--- src/rtl/cs_nibble_pkg.sv ---
package cs_nibble_pkg;
  localparam int ST_W = 3;

  typedef enum logic [ST_W-1:0] {
    ST_IDLE  = 3'd0,
    ST_ADDR  = 3'd1,
    ST_XFER  = 3'd2,
    ST_WAIT3 = 3'd3,
    ST_WAIT4 = 3'd4,
    ST_DONE  = 3'd5
  } seq_st_e;

  // Internal strobes, all active high; polarity is fixed at the top.
  typedef struct packed {
    logic halt;
    logic sel_addr;
    logic tmp_rd;
    logic tmp_wr;
    logic cs_we;
    logic cs_re;
  } strobe_t;
endpackage

--- src/rtl/cs_nibble_fsm.sv ---
module cs_nibble_fsm
  import cs_nibble_pkg::*;
(
  input  logic            clk,
  input  logic            rst,
  input  logic            cmd_any,
  output logic [ST_W-1:0] state,
  output logic            release_evt
);
  logic [ST_W-1:0] state_q, state_d;

  always_comb begin
    case (state_q)
      ST_IDLE:  state_d = cmd_any ? ST_ADDR : ST_IDLE;
      ST_ADDR:  state_d = ST_XFER;
      ST_XFER:  state_d = ST_WAIT3;
      ST_WAIT3: state_d = ST_WAIT4;
      ST_WAIT4: state_d = ST_DONE;
      ST_DONE:  state_d = cmd_any ? ST_DONE : ST_IDLE;
      default:  state_d = ST_IDLE;
    endcase
  end

  always_ff @(posedge clk) begin
    if (rst) state_q <= ST_IDLE;
    else     state_q <= state_d;
  end

  assign state       = state_q;
  assign release_evt = (state_q == ST_DONE) && !cmd_any;
endmodule

--- src/rtl/cs_nibble_index.sv ---
module cs_nibble_index #(
  parameter int IDX_W     = 4,
  parameter int LAST_NIB  = 7,
  parameter int TEMP_BASE = 10
) (
  input  logic             clk,
  input  logic             rst,
  input  logic             release_evt,
  input  logic             ld,
  input  logic [IDX_W-1:0] din,
  output logic [IDX_W-1:0] idx,
  output logic             wrap_evt
);
  localparam logic [IDX_W-1:0] LAST_V = IDX_W'(LAST_NIB);
  localparam logic [IDX_W-1:0] TEMP_V = IDX_W'(TEMP_BASE);

  // Index after a released command: wrap at the last nibble, saturate in temp range.
  function automatic logic [IDX_W-1:0] bump(input logic [IDX_W-1:0] v);
    if (v == LAST_V)     return '0;
    else if (v < TEMP_V) return v + IDX_W'(1);
    else                 return v;
  endfunction

  logic [IDX_W-1:0] idx_q, idx_d;

  always_comb begin
    if (ld)               idx_d = din;
    else if (release_evt) idx_d = bump(idx_q);
    else                  idx_d = idx_q;
  end

  always_ff @(posedge clk) begin
    if (rst) idx_q <= '0;
    else     idx_q <= idx_d;
  end

  assign idx      = idx_q;
  assign wrap_evt = release_evt && (idx_q == LAST_V);
endmodule

--- src/rtl/cs_nibble_decode.sv ---
module cs_nibble_decode
  import cs_nibble_pkg::*;
#(
  parameter int IDX_W     = 4,
  parameter int LAST_NIB  = 7,
  parameter int TEMP_BASE = 10,
  parameter int RD_LIMIT  = 9,
  parameter int WR_FIRST  = 2
) (
  input  logic [ST_W-1:0]  state,
  input  logic [IDX_W-1:0] idx,
  input  logic             rd,
  input  logic             wr,
  output strobe_t          strb
);
  localparam logic [IDX_W-1:0] LAST_V = IDX_W'(LAST_NIB);
  localparam logic [IDX_W-1:0] TEMP_V = IDX_W'(TEMP_BASE);
  localparam logic [IDX_W-1:0] RDL_V  = IDX_W'(RD_LIMIT);
  localparam logic [IDX_W-1:0] WRF_V  = IDX_W'(WR_FIRST);

  logic store_nib, temp_nib, store_rd_ok, store_wr_ok, read_temp;
  assign store_nib   = idx <= LAST_V;
  assign temp_nib    = idx >= TEMP_V;
  assign store_rd_ok = rd && (idx <= RDL_V);
  assign store_wr_ok = wr && (idx >= WRF_V) && store_nib;
  assign read_temp   = rd && temp_nib;

  always_comb begin
    strb = '0;
    case (state)
      ST_IDLE: begin
        if ((rd || wr) && store_nib) begin
          strb.halt     = 1'b1;
          strb.sel_addr = 1'b1;
        end
      end
      ST_ADDR: begin
        strb.cs_re    = store_rd_ok || store_wr_ok;
        strb.halt     = store_nib;
        strb.sel_addr = store_nib;
        strb.tmp_rd   = read_temp;
      end
      ST_XFER: begin
        strb.cs_re    = store_rd_ok || store_wr_ok;
        strb.halt     = store_nib;
        strb.sel_addr = store_nib;
        strb.cs_we    = store_nib && wr;
        strb.tmp_rd   = read_temp;
        strb.tmp_wr   = !read_temp;
      end
      ST_WAIT3, ST_WAIT4: begin
        strb.halt   = store_nib;
        strb.tmp_rd = rd;
      end
      ST_DONE: begin
        strb.tmp_rd = rd;
      end
      default: strb = '0;
    endcase
  end
endmodule

--- src/rtl/cs_nibble_seq.sv ---
module cs_nibble_seq
  import cs_nibble_pkg::*;
#(
  parameter int IDX_W     = 4,
  parameter int LAST_NIB  = 7,
  parameter int TEMP_BASE = 10,
  parameter int RD_LIMIT  = 9,
  parameter int WR_FIRST  = 2
) (
  input  logic             clk,
  input  logic             rst,
  input  logic             cmd_rd,
  input  logic             cmd_wr,
  input  logic             idx_load,
  input  logic [IDX_W-1:0] idx_value,
  output logic             run,
  output logic             sel_addr_n,
  output logic             step_addr_n,
  output logic             tmp_rd_n,
  output logic             tmp_wr,
  output logic             cs_wr_en,
  output logic             cs_rd_en,
  output logic [IDX_W-1:0] nib_idx,
  output logic [ST_W-1:0]  seq_state
);
  // Named internal events, visible to the bound checker.
  logic    cmd_any;
  logic    release_evt;
  logic    wrap_evt;
  strobe_t strb;

  assign cmd_any = cmd_rd || cmd_wr;

  cs_nibble_fsm u_fsm (
    .clk         (clk),
    .rst         (rst),
    .cmd_any     (cmd_any),
    .state       (seq_state),
    .release_evt (release_evt)
  );

  cs_nibble_index #(
    .IDX_W     (IDX_W),
    .LAST_NIB  (LAST_NIB),
    .TEMP_BASE (TEMP_BASE)
  ) u_index (
    .clk         (clk),
    .rst         (rst),
    .release_evt (release_evt),
    .ld          (idx_load),
    .din         (idx_value),
    .idx         (nib_idx),
    .wrap_evt    (wrap_evt)
  );

  cs_nibble_decode #(
    .IDX_W     (IDX_W),
    .LAST_NIB  (LAST_NIB),
    .TEMP_BASE (TEMP_BASE),
    .RD_LIMIT  (RD_LIMIT),
    .WR_FIRST  (WR_FIRST)
  ) u_decode (
    .state (seq_state),
    .idx   (nib_idx),
    .rd    (cmd_rd),
    .wr    (cmd_wr),
    .strb  (strb)
  );

  assign run         = !strb.halt;
  assign sel_addr_n  = !strb.sel_addr;
  assign step_addr_n = !wrap_evt;
  assign tmp_rd_n    = !strb.tmp_rd;
  assign tmp_wr      = strb.tmp_wr;
  assign cs_wr_en    = strb.cs_we;
  assign cs_rd_en    = strb.cs_re;
endmodule

--- config.mk ---
export PLATFORM = sky130hd
export DESIGN_NAME = cs_nibble_seq
export DESIGN_NICKNAME = d
export VERILOG_FILES = /design/src/rtl/cs_nibble_pkg.sv /design/src/rtl/cs_nibble_fsm.sv /design/src/rtl/cs_nibble_index.sv /design/src/rtl/cs_nibble_decode.sv /design/src/rtl/cs_nibble_seq.sv
export SDC_FILE = /design/constraint.sdc
export NUM_CORES = 1
export LEC_CHECK = 0
export BUFFER_PORTS_ARGS = -buffer_cell sky130_fd_sc_hd__buf_2
export CAP_MARGIN = 20
export CORE_UTILIZATION = 30
export DETAILED_ROUTE_END_ITERATION = 6
export SYNTH_ARGS = -nofsm -noshare
export SYNTH_HDL_FRONTEND = slang
export SYNTH_HIERARCHICAL = 1
export SYNTH_SLANG_ARGS = --single-unit
--- constraint.sdc ---
create_clock -name clk -period 2 [get_ports clk]
set_input_delay 0.1 -clock clk [delete_from_list [all_inputs] [get_ports clk]]
set_output_delay 0.1 -clock clk [all_outputs]
set_load 0.01 [all_outputs]
==> key figures, run 1 <==
Run status
  • Status: finished, final reports clean

Place
  • Placed Area: 701 um^2
  • Port Buf Inserts: 22
  • Post-Place Cells: 117
  • Placement Setup Slack: ~0.41 ns
  • HPWL after detailed placement: 984 um
  • GP Congestion: 0.734

Clocking
  • Sink Count: 7
  • CTS Buf Count: 3
  • Clock transition at the registers of the reported paths: around 0.050 ns
  • Longest Clk Path Bufs: 2
  • Clock Latency Late Sink: 0.24 ns
  • TritonCTS clock tree: built
  • Root Buffer: clkbuf_4
  • H-tree levels: 1

Worst setup path
  • Crit path capture type: output port
  • CP max stage delay: 0.43 ns
  • Required @ worst endpoint: 1.90 ns
  • Setup Crit Path Kind: register to output port
  • WP buf/inv: 3
  • Crit path max-delay cell type: dfxtp_2
  • RR Endpoint: u_index/idx[0]
  • R2R Setup Slk: 0.61 ns
  • R2R depth: 4
  • Crit-path cells: nand2b_1, nor3b_1, buf_4, nand2_1, nor2_1, and2_2, inv_1, buf_2
  • Reg-to-Reg Start: u_fsm/state[1]
  • Critical path depth: 8
  • CP max FO: 10
  • Setup crit start kind: register
  • Cell family with most CP delay: simple AND/OR/NAND/NOR gates
  • Critical Path AT: between 1.5 and 2 ns

Synthesis
  • Post-Syn Area per Cell: 8.06 um^2
  • Most common cell in the netlist: inv_1
  • YS warnings: 6
  • Yosys top cell by area: dfxtp_1
  • Synth area leaders: dfxtp_1, inv_1, nand3b_1
  • Register area share after synthesis: 25.6%
  • Syn nets: 78
  • Post-synthesis register bit count: 7
  • Post-synth EDFFs: 0
  • Dominant synthesized flop cell: dfxtp_1
  • Syn Std Cell Area: 548 um^2
  • Share of flip-flops with an asynchronous set or reset: 0%
  • Top post-synthesis cells by count: inv_1, dfxtp_1, nor2_1
  • Unique masters post-synth: 36
  • Instance count of the mapped netlist: 68
  • Fraction of synthesized cell area taken by the top area cell type: 25.6%

Min path
  • Hold worst-path end: u_index/idx[3]
  • Hold Path Origin: idx_value[3]
  • WHS Path Cells: 2
  • Tightest Hold Check Type: input pin to register

Cells and area
  • Fill cells: 195
  • Fin area: 728 um^2
  • Nets: 107
  • Layout cells sized above 1: 38.5%
  • Finished Layout Cells: 121
  • Final Util: 42.2%
  • Area delta synth->final: 32.9%
  • Ant. Diodes: 0

STA
  • Part of the cycle the worst path needs: 85.8%
  • Pins Over Slew Limit: 0
  • Fin crit period: 1.72 ns
  • Slew HR: 68.1%
  • Final setup vio count: 0
  • Worst Tran Pin Value: around 0.48 ns
  • Maximum clock frequency: 583 MHz
  • Final Worst Setup Slack: 0.284 ns
  • Min Hold Slack: 0.0773 ns
  • Worst Skew: 0.00166 ns
  • Total negative setup slack: 0 ns
  • Final Hold Fails: 0
  • RSZ-0062 raised after global routing: false

Floorplan
  • Die H: 44.7 um
  • IO Count: 23
  • Die area: 2000 um^2
  • CORE AREA: 1730 um^2
  • Starting Density: 31.7%
  • Die Wd: roughly 45 um
  • FP Rows: 15

Power
  • Clk network pwr share: 28.1%
  • Combinational power share: 31.1%
  • Power Dens Cells: approximately 600 nW/um^2
  • Leak: 0.320 nW
  • Switching Share: 33.1%
  • Switch Pwr: 0.149 mW
  • Reg power frac: 40.8%
  • Maximum VDD drop: roughly 0.00033 V
  • Design Power: 0.450 mW
  • Cell-internal power: between 0.3 and 0.4 mW

Route
  • Vias per cell: 4.74
  • Vias: 574
  • DRC Markers: 0
  • Routed Antenna Nets: 0
  • TritonRoute pass-1 iters: 4
  • Routed WL: 1240 um
  • WL/cell: 10.3 um
  • Iter 0 DRT Violations: 5

Run
  • Max_cap viols: 0

Global route
  • First-pass GRT wire length: 1930 um
  • GR Util All Layers: 13.2%
  • Initial antenna violation count: 0
  • Remaining Overflow, GRT: 0
  • Vias in the first global route: 474
  • Largest net degree at the start of global routing: 17
[sequential cells by signal, summed over array words and instances, names as in the netlist]
signal       cells
u_fsm/state      3
u_index/idx      4
[placed cells by master, fill, tap and decap left out, types with 2 or more instances in the layout]
master / count
o21ai_0: 4
nor3_1: 3
a311oi_1: 2
buf_2: 22
a21oi_1: 2
nor2_1: 5
inv_1: 9
buf_4: 3
nand3_1: 2
clkbuf_4: 3
nand3b_1: 3
xnor2_1: 2
nand2_1: 4
dfxtp_1: 6
[layout make-up]
| class | instances | area (um^2) | area share [%] |
|---|---|---|---|
| Multi-Input combinational cell | 51 | 363 | 49.8 |
| Clock buffer | 4 | 26.3 | 3.61 |
| Tap cell | 25 | 31.3 | 4.30 |
| Sequential cell | 7 | 141 | 19.4 |
| Inverter | 9 | 33.8 | 4.64 |
| Timing Repair Buffer | 25 | 133 | 18.2 |
[how the worst max path moves through the flow]
stage | start | endpoint | slack [ns]
2_1_floorplan | u_fsm/state[0] | step_addr_n | 0.38
3_3_place_gp | cmd_rd | step_addr_n | 0.42
3_5_place_dp | cmd_wr | step_addr_n | 0.41
4_1_cts | u_fsm/state[0] | step_addr_n | 0.16
5_1_grt | u_fsm/state[0] | step_addr_n | 0.11
6_report | u_fsm/state[0] | step_addr_n | 0.28
[worst register-to-register path, cell delays in order, from the launching register on]
cell	delay [ns]
dfxtp_1	0.61
nor3b_1	0.10
buf_4	0.17
a21o_1	0.16
a311oi_2	0.26
[power groups by stage]
stage | clock network, mW | logic (mW) | registers [mW]
detailed placement | 0 | 0.140 | 0.186
CTS | 0.134 | 0.141 | 0.183
global placement | 0 | 0.139 | 0.186
floorplan | 0 | 0.0884 | 0.187
global route | 0.140 | 0.154 | 0.188
finish | 0.126 | 0.140 | 0.184
[logic make-up (layout without fill, tap and decap cells)]
group	count (synthesis)	after routing	share of synthesized area (%)
adder cells (fa/ha/maj)	1	1	2.28
AO/OA/AOI/OAI	20	20	29.7
AND/OR/NAND/NOR	28	28	31.1
buffers and inverters	10	38	8.22
XOR/XNOR	2	2	3.20
flip-flops	7	7	25.6
[layer usage]
layer,wire [um],GRT usage (%)
met5,0,0
met4,0,7.27
met3,73,2.40
met2,561,22.1
met1,608,15.9
[timing repair]
action | CTS | global route
endpoints found under the setup margin | 0 | 1
hold buffers | 0 | 0
setup buffers | 0 | 0
gates resized for setup | 0 | 1
Power figures use the tool's default switching activity.
==> run 2: changes to the inputs <==
- clock period: 2 -> 1.85 ns (I/O delays scaled with it)
==> run 2 against run 1 <==
Net effect:
- sequential power grew 7%
- die area is the same
- routed wire length shrank 0.32%
- first-iteration DRC count grew 40%
- combinational power grew 13%
- critical path type unchanged
- largest power group unchanged
- clock-buffer cell count is the same
==> key figures, run 2 (synthesis gave the netlist of run 1 again) <==
Run status
  • Status: finished, final reports clean

STA
  • Part of the cycle the worst path needs: 90.3%
  • Final setup vio count: 0
  • Maximum clock frequency: about 600 MHz
  • Slew HR: about 81%
  • Final Hold Fails: 0
  • Fin crit period: 1.67 ns
  • Worst Skew: between 0.003 and 0.004 ns
  • RSZ-0062 raised after global routing: false
  • Pins Over Slew Limit: 0
  • Worst Tran Pin Value: 0.278 ns
  • Total negative setup slack: 0 ns

Route
  • Vias per cell: 4.75
  • DRC Markers: 0
  • Routed WL: 1240 um
  • Routed Antenna Nets: 0
  • Vias: 580
  • Iter 0 DRT Violations: 7
  • WL/cell: about 10 um
  • TritonRoute pass-1 iters: 4

Worst setup path
  • Critical Path AT: 1.58 ns
  • Setup Crit Path Kind: register to output port
  • R2R Setup Slk: between 0.5 and 0.6 ns
  • Cell family with most CP delay: simple AND/OR/NAND/NOR gates
  • Crit path capture type: output port
  • Setup crit start kind: register
  • Required @ worst endpoint: 1.76 ns
  • CP max FO: 6
  • CP max stage delay: between 0.5 and 0.6 ns
  • WP buf/inv: 3
  • Crit path max-delay cell type: or4_4
  • Crit-path cells: buf_4, or4_4, nor2_1, nor3_1, inv_1, buf_2
  • RR Endpoint: u_index/idx[3]
  • Reg-to-Reg Start: u_fsm/state[0]
  • Worst setup path start: u_fsm/state[0]
  • R2R depth: 6

Cells and area
  • Largest reg by FF count: u_index/idx
  • Most frequent cells in the layout: buf_2, inv_1, nor2_1, dfxtp_1
  • Nets: 108
  • Most common cell after layout, fill and taps aside: buf_2
  • Final Util: 43.0%
  • Area delta synth->final: 35.4%
  • Layout cells sized above 1: about 41%
  • Fill cells: 192
  • Ant. Diodes: 0
  • Max reg flops: 4

Clocking
  • Longest Clk Path Bufs: 2
  • Post-cts sizing count: 0
  • Sink Count: 7
  • TritonCTS clock tree: built
  • CTS Buf Count: 3
  • Root Buffer: clkbuf_4
  • Setup Fix Bufs, Post-CTS: 0
  • Clock Latency Late Sink: roughly 0.24 ns
  • # hold bufs at CTS: 0
  • Clock transition at the registers of the reported paths: 0.05 ns
  • H-tree levels: 1

Floorplan
  • Starting Density: 31.7%
  • IO Count: 23
  • Die H: 44.7 um
  • FP Rows: 15
  • Die area: 2000 um^2
  • Die Wd: 44.7 um
  • CORE AREA: 1730 um^2

Global route
  • First-pass GRT wire length: around 2000 um
  • Largest net degree at the start of global routing: 17
  • GR Util All Layers: 13.5%
  • Vias in the first global route: 470
  • Remaining Overflow, GRT: 0
  • Initial antenna violation count: 0

Power
  • Maximum VDD drop: 0.000259 V
  • Leak: about 0.33 nW
  • Power Dens Cells: 656 nW/um^2

Run
  • Max_cap viols: 0

Min path
  • Hold worst-path end: u_fsm/state[1]
  • WHS Path Cells: 2
  • Hold Path Origin: rst
  • Tightest Hold Check Type: input pin to register

Place
  • Port Buf Inserts: 22
  • GP Congestion: 0.706
  • HPWL after detailed placement: 962 um
[run 2: worst max path at each step]
stage | end | cells past startpoint | slack (ns)
2_1_floorplan | step_addr_n | 6 | 0.24
3_3_place_gp | step_addr_n | 10 | 0.29
3_5_place_dp | step_addr_n | 10 | 0.27
4_1_cts | step_addr_n | 8 | 0.09
5_1_grt | step_addr_n | 8 | 0.03
6_report | run | 6 | 0.18
[run 2: layout make-up]
| class | instances | area, um^2 | area share (%) |
|---|---|---|---|
| multi-input combinational | 51 | 368 | 49.6 |
| sequential | 7 | 143 | 19.2 |
| timing repair buffer | 26 | 140 | 18.9 |
| inverter | 9 | 33.8 | 4.55 |
| tap | 25 | 31.3 | 4.22 |
| clock buffer | 4 | 26.3 | 3.54 |
[run 2: through the flow]
step                      hold WS (ns)  cells  worst slack (ns)  power (mW)  instance area (um^2)
final                           0.0753    122             0.180       0.487                   742
after global routing            0.0821    122            0.0272       0.517                   742
after CTS                       0.0705    122            0.0908       0.493                   734
after detailed placement         0.331    118             0.267       0.356                   708
after global placement           0.328    118             0.294       0.354                   708
after floorplan                  0.160     68             0.237       0.297                   548
[run 2: metal layers]
layer / up-vias / wire, um / global-route usage, %
met1: 247 / 603 / 17.9
li1: 309 / - / -
met4: 0 / 0 / 7.27
met2: 24 / 544 / 20.6
met5: - / 0 / 0
met3: 0 / 91 / 2.80
[run 2: power by group]
part | internal [mW] | switching, mW
Clock | 0.0819 | 0.0504
Combinational | 0.0805 | 0.0779
Sequential | 0.167 | 0.0292
